### config.mk
export PLATFORM = sky130hd
export DESIGN_NAME = crit_entry_ctrl
export DESIGN_NICKNAME = d
export VERILOG_FILES = /design/src/rtl/crit_pkg.sv /design/src/rtl/crit_arbiter.sv /design/src/rtl/crit_save_regs.sv /design/src/rtl/crit_msr_reg.sv /design/src/rtl/crit_entry_ctrl.sv
export SDC_FILE = /design/constraint.sdc
export NUM_CORES = 1
export LEC_CHECK = 0
export BUFFER_PORTS_ARGS = -buffer_cell sky130_fd_sc_hd__buf_2
export CAP_MARGIN = 10
export CORE_MARGIN = 2
export CORE_UTILIZATION = 52
export DETAILED_ROUTE_END_ITERATION = 8
export PLACE_DENSITY = 0.82
export SLEW_MARGIN = 20
export SYNTH_ARGS = -nofsm -noshare
export SYNTH_HDL_FRONTEND = slang
export SYNTH_SLANG_ARGS = --single-unit
### constraint.sdc
create_clock -name clk -period 4.4 [get_ports clk]
set_clock_uncertainty 0.15 [all_clocks]
set_input_delay 0.44 -clock clk [delete_from_list [all_inputs] [get_ports clk]]
set_output_delay 0.44 -clock clk [all_outputs]
set_load 0.005 [all_outputs]
### src/rtl/crit_pkg.sv
// Package: shared event encoding for the critical interrupt entry block.
// Assumes: one event is chosen per cycle; encoding is local to the block.
package crit_pkg;
    typedef enum logic [1:0] {
        EV_NONE = 2'd0,
        EV_CRIT = 2'd1,
        EV_WDT  = 2'd2,
        EV_RET  = 2'd3
    } crit_ev_e;
endpackage

### src/rtl/crit_arbiter.sv
// Module: picks this cycle's event and forms the redirect target.
// Assumes: requests are levels; the enable and sync-pending gates apply to
// both sources; the request line outranks the watchdog; entry outranks return.
module crit_arbiter
    import crit_pkg::*;
#(
    parameter int          AW       = 32,
    parameter logic [15:0] CRIT_OFS = 16'h0100,
    parameter logic [15:0] WDT_OFS  = 16'h0200,
    localparam int         PW       = AW - 16
) (
    input  logic          crit_req_i,
    input  logic          wdt_req_i,
    input  logic          sync_exc_pend_i,
    input  logic          ce_i,
    input  logic          rfci_i,
    input  logic [PW-1:0] vec_prefix_i,
    input  logic [AW-1:0] save_pc_i,
    output crit_ev_e      ev_o,
    output logic [AW-1:0] target_o
);
    logic accept;

    // Gate both sources with the enable bit and the precise-exception hold.
    always_comb accept = ce_i && !sync_exc_pend_i;

    // Choose the event by fixed priority and build its target address.
    always_comb begin
        ev_o     = EV_NONE;
        target_o = save_pc_i;
        if (accept && crit_req_i) begin
            ev_o     = EV_CRIT;
            target_o = {vec_prefix_i, CRIT_OFS};
        end else if (accept && wdt_req_i) begin
            ev_o     = EV_WDT;
            target_o = {vec_prefix_i, WDT_OFS};
        end else if (rfci_i) begin
            ev_o     = EV_RET;
            target_o = save_pc_i;
        end
    end
endmodule

### src/rtl/crit_save_regs.sv
// Module: the save register pair dedicated to critical entry.
// Assumes: loaded only on an entry event; reset clears both.
module crit_save_regs #(
    parameter int AW = 32,
    parameter int MW = 32
) (
    input  logic          clk,
    input  logic          rst_n,
    input  logic          load_i,
    input  logic [AW-1:0] pc_i,
    input  logic [MW-1:0] msr_i,
    output logic [AW-1:0] save_pc_o,
    output logic [MW-1:0] save_msr_o
);
    // Capture the resume address and the machine state on entry.
    always_ff @(posedge clk) begin
        if (!rst_n) begin
            save_pc_o  <= '0;
            save_msr_o <= '0;
        end else if (load_i) begin
            save_pc_o  <= pc_i;
            save_msr_o <= msr_i;
        end
    end
endmodule

### src/rtl/crit_msr_reg.sv
// Module: the machine state register and its update by priority.
// Assumes: entry clears only the two named enables; return restores the saved
// copy; a software write applies only when neither event occurs.
module crit_msr_reg
    import crit_pkg::*;
#(
    parameter int MW     = 32,
    parameter int CE_BIT = 14,
    parameter int DE_BIT = 9
) (
    input  logic          clk,
    input  logic          rst_n,
    input  crit_ev_e      ev_i,
    input  logic          wr_en_i,
    input  logic [MW-1:0] wr_data_i,
    input  logic [MW-1:0] save_msr_i,
    output logic [MW-1:0] msr_o
);
    localparam logic [MW-1:0] CLR_MASK = ~((MW'(1) << CE_BIT) | (MW'(1) << DE_BIT));

    logic [MW-1:0] msr_d;

    // Next-state selection: entry, then return, then software write.
    always_comb begin
        msr_d = msr_o;
        unique case (ev_i)
            EV_CRIT, EV_WDT: msr_d = msr_o & CLR_MASK;
            EV_RET:          msr_d = save_msr_i;
            default:         if (wr_en_i) msr_d = wr_data_i;
        endcase
    end

    // State register with synchronous clear.
    always_ff @(posedge clk) begin
        if (!rst_n) msr_o <= '0;
        else        msr_o <= msr_d;
    end
endmodule

### src/rtl/crit_entry_ctrl.sv
// Module: top of the critical interrupt entry controller.
// Assumes: all outputs are registered, so results appear one edge after the
// inputs that caused them; redirect_pc_o holds between redirects.
module crit_entry_ctrl
    import crit_pkg::*;
#(
    parameter int          AW       = 32,
    parameter int          MW       = 32,
    parameter int          CE_BIT   = 14,
    parameter int          DE_BIT   = 9,
    parameter logic [15:0] CRIT_OFS = 16'h0100,
    parameter logic [15:0] WDT_OFS  = 16'h0200,
    localparam int         PW       = AW - 16
) (
    input  logic          clk,
    input  logic          rst_n,
    input  logic          crit_req_i,
    input  logic          wdt_req_i,
    input  logic          sync_exc_pend_i,
    input  logic [AW-1:0] pc_next_i,
    input  logic [PW-1:0] vec_prefix_i,
    input  logic          msr_wr_en_i,
    input  logic [MW-1:0] msr_wr_data_i,
    input  logic          rfci_i,
    output logic          take_o,
    output logic          redirect_o,
    output logic [AW-1:0] redirect_pc_o,
    output logic [MW-1:0] msr_o,
    output logic [AW-1:0] save_pc_o,
    output logic [MW-1:0] save_msr_o
);
    crit_ev_e      ev;
    logic [AW-1:0] target;
    logic          entry;

    crit_arbiter #(
        .AW(AW), .CRIT_OFS(CRIT_OFS), .WDT_OFS(WDT_OFS)
    ) i_arb (
        .crit_req_i      (crit_req_i),
        .wdt_req_i       (wdt_req_i),
        .sync_exc_pend_i (sync_exc_pend_i),
        .ce_i            (msr_o[CE_BIT]),
        .rfci_i          (rfci_i),
        .vec_prefix_i    (vec_prefix_i),
        .save_pc_i       (save_pc_o),
        .ev_o            (ev),
        .target_o        (target)
    );

    // Flag the two entry events for the save registers and the pulse.
    always_comb entry = (ev == EV_CRIT) || (ev == EV_WDT);

    crit_save_regs #(.AW(AW), .MW(MW)) i_save (
        .clk        (clk),
        .rst_n      (rst_n),
        .load_i     (entry),
        .pc_i       (pc_next_i),
        .msr_i      (msr_o),
        .save_pc_o  (save_pc_o),
        .save_msr_o (save_msr_o)
    );

    crit_msr_reg #(.MW(MW), .CE_BIT(CE_BIT), .DE_BIT(DE_BIT)) i_msr (
        .clk        (clk),
        .rst_n      (rst_n),
        .ev_i       (ev),
        .wr_en_i    (msr_wr_en_i),
        .wr_data_i  (msr_wr_data_i),
        .save_msr_i (save_msr_o),
        .msr_o      (msr_o)
    );

    // Register the take and redirect pulses and hold the target between redirects.
    always_ff @(posedge clk) begin
        if (!rst_n) begin
            take_o        <= 1'b0;
            redirect_o    <= 1'b0;
            redirect_pc_o <= '0;
        end else begin
            take_o     <= entry;
            redirect_o <= (ev != EV_NONE);
            if (ev != EV_NONE) redirect_pc_o <= target;
        end
    end
endmodule

==> Word-level counts from Yosys, hierarchy flattened <==
Index checks and enable logic that the tools add are counted.
{ "word_totals": {"register_bits": 130, "in_bits": 87, "wordCells": 28} }
{ "classes": {"n_eq_ne": 3, "n_mux": 7, "n_bitwise": 1, "n_reduce_logical": 10} }
{ "op_table": {"columns": ["cell", "n"], "rows": [
  ["$mux 32", 3],
  ["$pmux 32 s2", 1],
  ["$mux 2", 3],
  ["$eq 2x2->1 const B", 2],
  ["$reduce_bool 2->1", 2],
  ["$logic_and 1x1->1", 3],
  ["$reduce_bool 3->1", 1],
  ["$eq 2x1->1 const B", 1],
  ["$reduce_and 2->1", 1],
  ["$reduce_or 2->1", 1],
  ["$logic_not 1->1", 1],
  ["$logic_or 1x1->1", 1],
  ["$not 1->1", 1]
]} }

==> Longest topological paths before layout <==
Gate-level depths: netlist of the first run.
{ "logic_depth": {"ltp_word": 9, "ltp_mapped": 12} }

==> Hierarchy <==
A second synthesis of the first run with hierarchy kept.
{ "hier_totals": {"cells_unflattened": 547, "area_unflattened_um2": 5745.5} }
{ "modules_own_cells": {"columns": ["module", "cells_each", "instances", "seq_area_each_um2", "area_each_um2"], "rows": [
  ["crit_save_regs", 206, 1, 1281.2, 2451.1],
  ["crit_msr_reg", 187, 1, 640.6, 1534.0],
  ["crit_entry_ctrl", 110, 1, 680.7, 1316.3],
  ["crit_arbiter", 44, 1, 0.0, 444.2]
]} }

==> Least setup slack after synthesis of the first run <==
Ideal clock, no wire load.
{ "synth_path": {"path_kind": "input to register", "from": "input port sync_exc_pend_i", "to": "register i_msr.msr_o[1]", "n_path_buf": 3, "cell_stages": 11, "required_ns": 4.125, "path_slack_ns": 1.915, "arrival_time_ns": 2.210, "path_cell_list": "and2b_2 -> and2_1 -> o21ai_0 -> ha_1 -> buf_2 -> nor2b_1 -> buf_2 -> o211ai_1 -> clkbuf_1 -> o21ai_0 -> a211oi_2"} }
{ "synth_via": {"elab_chain_cells": 9, "word_cells_on_any_way": 14, "cone_classes": "eq/ne (3); mux (3); bitwise (1); reduce/logical (7)"} }
{ "synth_lines": {"columns": ["item", "line", "text"], "rows": [
  ["start, declared", "crit_entry_ctrl.sv:19", "input logic sync_exc_pend_i,"],
  ["$logic_not 1->1 *", "crit_arbiter.sv:25", "always_comb accept = ce_i && !sync_exc_pend_i;"],
  ["$logic_and 1x1->1 *", "crit_arbiter.sv:25", null],
  ["$logic_and 1x1->1", "crit_arbiter.sv:34", "end else if (accept && wdt_req_i) begin"],
  ["$mux 2", "crit_arbiter.sv:34", null],
  ["$mux 2 *", "crit_arbiter.sv:31", "if (accept && crit_req_i) begin"],
  ["$eq 2x1->1 or $eq 2x2->1 (tied branches)", "crit_msr_reg.sv:26", "unique case (ev_i)"],
  ["$reduce_or 2->1", null, null],
  ["$not 1->1 (no source line)", null, null],
  ["$reduce_and 2->1 (no source line)", null, null],
  ["end signal, assigned", "crit_msr_reg.sv:36", "else msr_o <= msr_d;"],
  ["end, declared", "crit_msr_reg.sv:17", "output logic [MW-1:0] msr_o"]
]} }
Mark *: on every way between the ends. The rest lies on a longest branch, timed or not.
A chain may end at the register's enable or synchronous reset.

==> Worst setup path after layout of the first run <==
{ "layout_path": {"from": "register i_msr.msr_o[14]", "to": "register i_msr.msr_o[30]"} }
{ "layout_via": {"elab_chain_cells": 8, "word_cells_on_any_way": 13, "cone_classes": "eq/ne (3); mux (3); bitwise (1); reduce/logical (6)"} }
{ "layout_lines": {"columns": ["item", "line"], "rows": [
  ["$logic_and 1x1->1 *", "crit_arbiter.sv:25"],
  ["$logic_and 1x1->1", "crit_arbiter.sv:34"],
  ["$mux 2", "crit_arbiter.sv:34"],
  ["$mux 2 *", "crit_arbiter.sv:31"],
  ["$eq 2x1->1 or $eq 2x2->1 (tied branches)", "crit_msr_reg.sv:26"],
  ["$reduce_or 2->1", null],
  ["$not 1->1 (no source line)", null],
  ["$reduce_and 2->1 (no source line)", null]
]} }
Marks and branches as above.

==> out/results.txt, run 1 <==
Finished Layout Cells - 918
Most frequent cell after synthesis - dfxtp_1
CTS Buf Count - 17
Sequential cell area - 0.002603 mm2
Layout cells sized above 1 - 37.39%
GRT Total Usage - 26.13%
Cells after Synth - 578
Cell variety after synth - 33
Synth Cell Area - 0.005508 mm2
Synth-to-layout area growth - 30.05%
Max Transition Viols Final - 0
Die Height - 106.9 um
LEAKAGE - 3.243 nW
Hold Buf Count CTS - 0
Die X-Extent - 106.9 um
Clock-pin slew on the worst setup and hold paths - 60 ps
RSZ-0062 raised after global routing - no
Setup bufs post-CTS - 0
Synth top cells by count - 130 x dfxtp_1, 85 x nand2_1, 66 x nor2b_1, 64 x mux2i_1, 44 x o21ai_0
F_max - 292.9 MHz
Worst vdd rail ir drop - 0.2562 mV
Final setup TNS - 0 ps
Routability Congestion - 0.8134
Seq/Total Area, Yosys - 47.25%
Multi-input logic area - 0.002640 mm2
Largest net degree at the start of global routing - 66
Synth Area per Inst - 9.529 um2
HPWL Detailed - 10.53 mm
Core footprint - 0.01032 mm2
Layout Nets - 859
Slew @ Worst Pin - 943.6 ps
Die area - 0.01143 mm2
Antenna-violating nets left - 0
Total global routing overflow - 0
Core Rows - 37
Worst EP arrival - 3620 ps
Setup CP Type - flop to flop
Post-synth top area cell - dfxtp_1
Drt first pass iters - 4
Count of flip-flops with a built-in enable after synthesis - 0
CTS tree - done
Number of port buffers - 216
Worst setup SP type - flop
Setup crit end kind - flop
Worst skew pair latency - 510 ps
Slew margin rel. - 36.81%
Status - complete, no violations
Final wirelength - 15.19 mm
Post-layout min period - 3414 ps
Tcrit/Tclk final - 77.60%
P per Cell Area - 470.9 mW/mm2
Ys async rst share - 0%
Top cells by area, synth - dfxtp_1 47%, mux2i_1 12%, nor2b_1 7.5%
CTS HTree Levels - 4
Critical Path RT - 4600 ps
Fill count - 807
HP Class - input pin to flop
Initial antenna violation count - 1
First-pass GRT wire length - 23.48 mm
Number of global-route vias before repair - 4834
Vias per cell - 5.486
Synth Register Bits - 130
Cells resized by post-CTS repair - 0
Inst Count DP - 887
# IOs - 217
Root buffer cell - clkbuf_8
Initial drt markers - 280
CTS sink cnt - 130
Final setup fails - 0
Final Hold Viols - 0
# DRC - 0
Crit Path Max Fanout - 31
CTS Buffer Depth - 2
Via count - 5036
Initial Util - 53.35%
Avg WL per Cell - 16.55 um
Max-Cap Viols - 0
Yosys Warn Count - 0
Most used DFF post-synth - dfxtp_1
Syn Nets - 667
Post-synth top area share - 47.25%
## final timing paths
kind	start	endpoint	slack [ps]	depth (start not counted)
worst max register to register	i_msr.msr_o[14]$_SDFFE_PN0P_	i_msr.msr_o[30]$_SDFFE_PN0P_	990	8
worst min register to register	redirect_pc_o[11]$_SDFFE_PN0P_	redirect_pc_o[11]$_SDFFE_PN0P_	330	2
worst min-delay path	vec_prefix_i[13]	redirect_pc_o[29]$_SDFFE_PN0P_	30	3
worst max-delay path	i_msr.msr_o[14]$_SDFFE_PN0P_	i_msr.msr_o[30]$_SDFFE_PN0P_	990	8
## area by class of cell
class | count | share of cell area [%]
diodes | 1 | 0.03493
clock buffers | 20 | 6.079
clock inverters | 10 | 2.236
inverters | 3 | 0.1572
multi-input cells | 395 | 36.86
flip-flops and latches | 130 | 36.33
well taps | 136 | 2.376
repair buffers | 223 | 15.93
## sequential cells by signal (all words and copies together), names as in the netlist
name,flops
redirect_pc_o,32
i_save.save_pc_o,32
i_save.save_msr_o,32
take_o,1
redirect_o,1
i_msr.msr_o,32
## cells in the final DEF (no fill, tap or decap), types with 2 or more instances in the layout
master,Yosys,final
a211oi_2,30,30
a21boi_0,14,14
a21oi_1,4,4
a31oi_1,17,17
and2_1,4,4
buf_2,11,216
buf_4,3,6
bufinv_16,0,4
clkbuf_1,27,2
clkbuf_16,0,16
clkbuf_8,1,2
clkinv_2,0,2
clkinvlp_4,0,4
dfxtp_1,130,130
inv_1,3,2
mux2i_1,64,64
nand2_1,85,84
nand3_1,15,15
nor2_1,2,2
nor2b_1,66,65
nor3_1,31,31
o211ai_1,3,3
o21ai_0,44,44
o21ai_1,4,4
## cell families after synthesis
| group | count (synthesis) | share of synthesized area, % |
|---|---|---|
| AND/OR/NAND/NOR | 209 | 18.90 |
| multiplexers | 64 | 11.63 |
| flip-flops | 130 | 47.25 |
| buffers and inverters | 53 | 5.134 |
| adder cells (fa/ha/maj) | 2 | 0.4543 |
| AO/OA/AOI/OAI | 120 | 16.63 |
## routing by layer
layer / up-vias / global-route usage (%) / share of wire (%)
li1: 2380 / - / -
met1: 2387 / 31.17 / 40
met2: 236 / 43.49 / 49
met3: 33 / 6.930 / 8.0
met4: 0 / 12.89 / 2.7
met5: - / 0 / 0
## per-stage QoR
stage | instance area [um2] | utilization (%) | setup slack [ps] | total power [mW] | hold WS (ps)
after floorplan | 5508 | - | 1915 | 1.751 | 307.5
after global placement | 6548 | 63.42 | 933.7 | 1.944 | 305.7
after detailed placement | 6563 | 63.57 | 813.7 | 1.971 | 320.8
after CTS | 7158 | 69.34 | 998.4 | 3.395 | 11.30
after global routing | 7163 | 69.39 | 746.0 | 3.519 | 22.50
final | 7163 | 69.39 | 985.7 | 3.373 | 33.17
## where the power goes
group          leakage [nW]  total (mW)  internal, mW  switching, mW
combinational          1.90       0.572         0.270          0.301
clock                 0.279        1.42         0.926          0.497
sequential             1.07        1.38          1.29         0.0868
## critical path, cell delays in order, from the launching register on
cell      delay (ps)
dfxtp_1          350
and2b_2          270
and2_1           190
o21ai_0          370
ha_4             430
nor2b_2          180
buf_4            340
a21o_2           780
a211oi_2         170
No activity file was read; power rests on OpenSTA's default activity.
==> run 2, diff against run 1 <==
- CORE_UTILIZATION: 52 -> 44
- PLACE_DENSITY: 0.82 -> 0.73
- clock period: 4.4 -> 2.9 ns (I/O delays scaled with it)
==> out/results.txt, run 2 (synthesized netlist as in run 1, its figures left out) <==
Status - complete, no violations
Smallest hold slack - 12.63 ps
Avg WL per Cell - 16.35 um
Crit Path Max Fanout - 26
Slew margin rel. - 58.76%
Initial Util - 45.48%
Routability Congestion - 0.7840
Final setup TNS - 0 ps
Slowest CP cell - dfxtp_1
CTS tree - done
Reg2Reg Setup Slack - 270 ps
Register share of total power - 39.9%
Final Cell Area - 0.007720 mm2
Number of global-route vias before repair - 5182
Synth-to-layout area growth - 40.16%
# diodes - 0
Clock-pin slew on the worst setup and hold paths - 60 ps
Crit-path cells - and2b_2 -> and2_1 -> o21ai_1 -> ha_4 -> nor2b_2 -> o211ai_1 -> buf_4 -> o21ai_0 -> a211oi_2
CTS Buffer Depth - 2
Core footprint - 0.01211 mm2
CTS sink cnt - 130
Overall power - 5.232 mW
Inst Count DP - 926
Core Rows - 40
HP Class - input pin to flop
P per Cell Area - 677.7 mW/mm2
Initial antenna violation count - 0
Fill count - 1012
Setup crit end kind - flop
F_max - 379.8 MHz
Final setup fails - 0
Worst skew pair latency - 420 ps
LEAKAGE - 3.483 nW
Worst setup SP type - flop
Final Hold Viols - 0
Die X-Extent - 115.9 um
Worst vdd rail ir drop - 0.4158 mV
Switching pwr - 1.381 mW
Slew @ Worst Pin - 618.7 ps
Post-Place Setup Slack - -85.63 ps
Post-DP Area - 0.006650 mm2
RSZ-0062 raised after global routing - no
CTS HTree Levels - 4
Max Transition Viols Final - 0
Critical Path RT - 3030 ps
Root buffer cell - clkbuf_16
RR Endpoint - i_msr.msr_o[16]$_SDFFE_PN0P_
Vias per cell - 5.203
Die Height - 115.9 um
Post-Route Utilization - 63.74%
# DRC - 0
CTS Buf Count - 17
Antenna-violating nets left - 0
Finished Layout Cells - 1002
Layout cells sized above 1 - 35.85%
Sw Ratio - 26.40%
Layout Nets - 911
Drt first pass iters - 5
R2r startpoint - i_msr.msr_o[14]$_SDFFE_PN0P_
HPWL Detailed - 10.87 mm
Max-Cap Viols - 0
Number of port buffers - 216
Min-delay src - pc_next_i[29]
GRT Total Usage - 24.13%
Final wirelength - 16.39 mm
WHS Path Cells - 3
Combinational group share of total power - 17.9%
Max incr delay on CP - 340 ps
R2R depth - 9
Tcrit/Tclk final - 90.79%
Pint - 3.851 mW
# IOs - 217
Most frequent cells in the layout - 215 x buf_2, 130 x dfxtp_1, 85 x nand2_1, 65 x nor2b_1, 64 x mux2i_1
Total global routing overflow - 0
Initial drt markers - 255
Post-layout min period - 2633 ps
Worst EP arrival - 2760 ps
Worst Hold Path EP - i_save.save_pc_o[29]$_SDFFE_PN0P_
Die area - 0.01343 mm2
First-pass GRT wire length - 25.21 mm
Most common cell after layout, fill and taps aside - buf_2
Final worst setup slack - 267.1 ps
Clk pwr share - 42.2%
Setup CP Type - flop to flop
Largest net degree at the start of global routing - 75
Via count - 5213
run 2: cell types whose count changed in the layout (fill, tap and decap cells not counted), sizes merged:
cell and change:
buf +7, bufinv -1, clkbuf +2, clkinv +2, clkinvlp -2, diode -1
dlygate4sd3 +45
run 2: layout make-up:
type / count / area [um2] / share of cell area [%]
multi-input combinational: 395 / 2644 / 34.25
sequential: 130 / 2603 / 33.71
timing repair buffer: 275 / 1639 / 21.23
clock buffer: 22 / 484.2 / 6.272
tap: 168 / 210.2 / 2.723
clock inverter: 9 / 128.9 / 1.669
inverter: 3 / 11.26 / 0.1459
run 2: what timing repair did:
item,CTS,global route
setup buffers,0,0
hold endpoints to repair,45,0
hold buffers,45,0
cloned,0,0
setup endpoints to repair,6,17
resized for setup,1,1
run 2: critical path: cells and delay by family (launching register included):
family,cells,cell delay (ps)
AOI/OAI and AO/OA,4,800
and+or+nand+nor,3,660
DFF,1,340
adders and majority gates,1,280
buffers and inverters,1,270
run 2: power groups by stage:
stage | clock [mW] | combinational [mW] | sequential [mW]
2_1_floorplan | 0 | 0.542 | 2.12
3_3_place_gp | 0 | 0.858 | 2.11
3_5_place_dp | 0 | 0.885 | 2.12
4_1_cts | 2.24 | 0.935 | 2.08
5_1_grt | 2.32 | 1.02 | 2.11
6_report | 2.21 | 0.938 | 2.09
run 2: worst max path at each step:
stage	from	end	slack (ps)	cells past startpoint
finish	i_msr.msr_o[14]$_SDFFE_PN0P_	i_msr.msr_o[16]$_SDFFE_PN0P_	270	9
global route	i_msr.msr_o[14]$_SDFFE_PN0P_	i_msr.msr_o[16]$_SDFFE_PN0P_	40	9
CTS	i_msr.msr_o[14]$_SDFFE_PN0P_	i_msr.msr_o[2]$_SDFFE_PN0P_	150	9
detailed placement	sync_exc_pend_i	i_msr.msr_o[1]$_SDFFE_PN0P_	-90	8
global placement	sync_exc_pend_i	i_msr.msr_o[10]$_SDFFE_PN0P_	40	8
floorplan	i_msr.msr_o[14]$_SDFFE_PN0P_	i_msr.msr_o[1]$_SDFFE_PN0P_	540	11
run 2: metal layers:
metal | routed length (um) | GRT usage, % | vias up
met5 | 0 | 0 | -
met3 | 1274 | 8.002 | 32
met2 | 8010 | 41.17 | 236
li1 | - | - | 2486
met1 | 6745 | 28.22 | 2459
met4 | 355 | 9.127 | 0
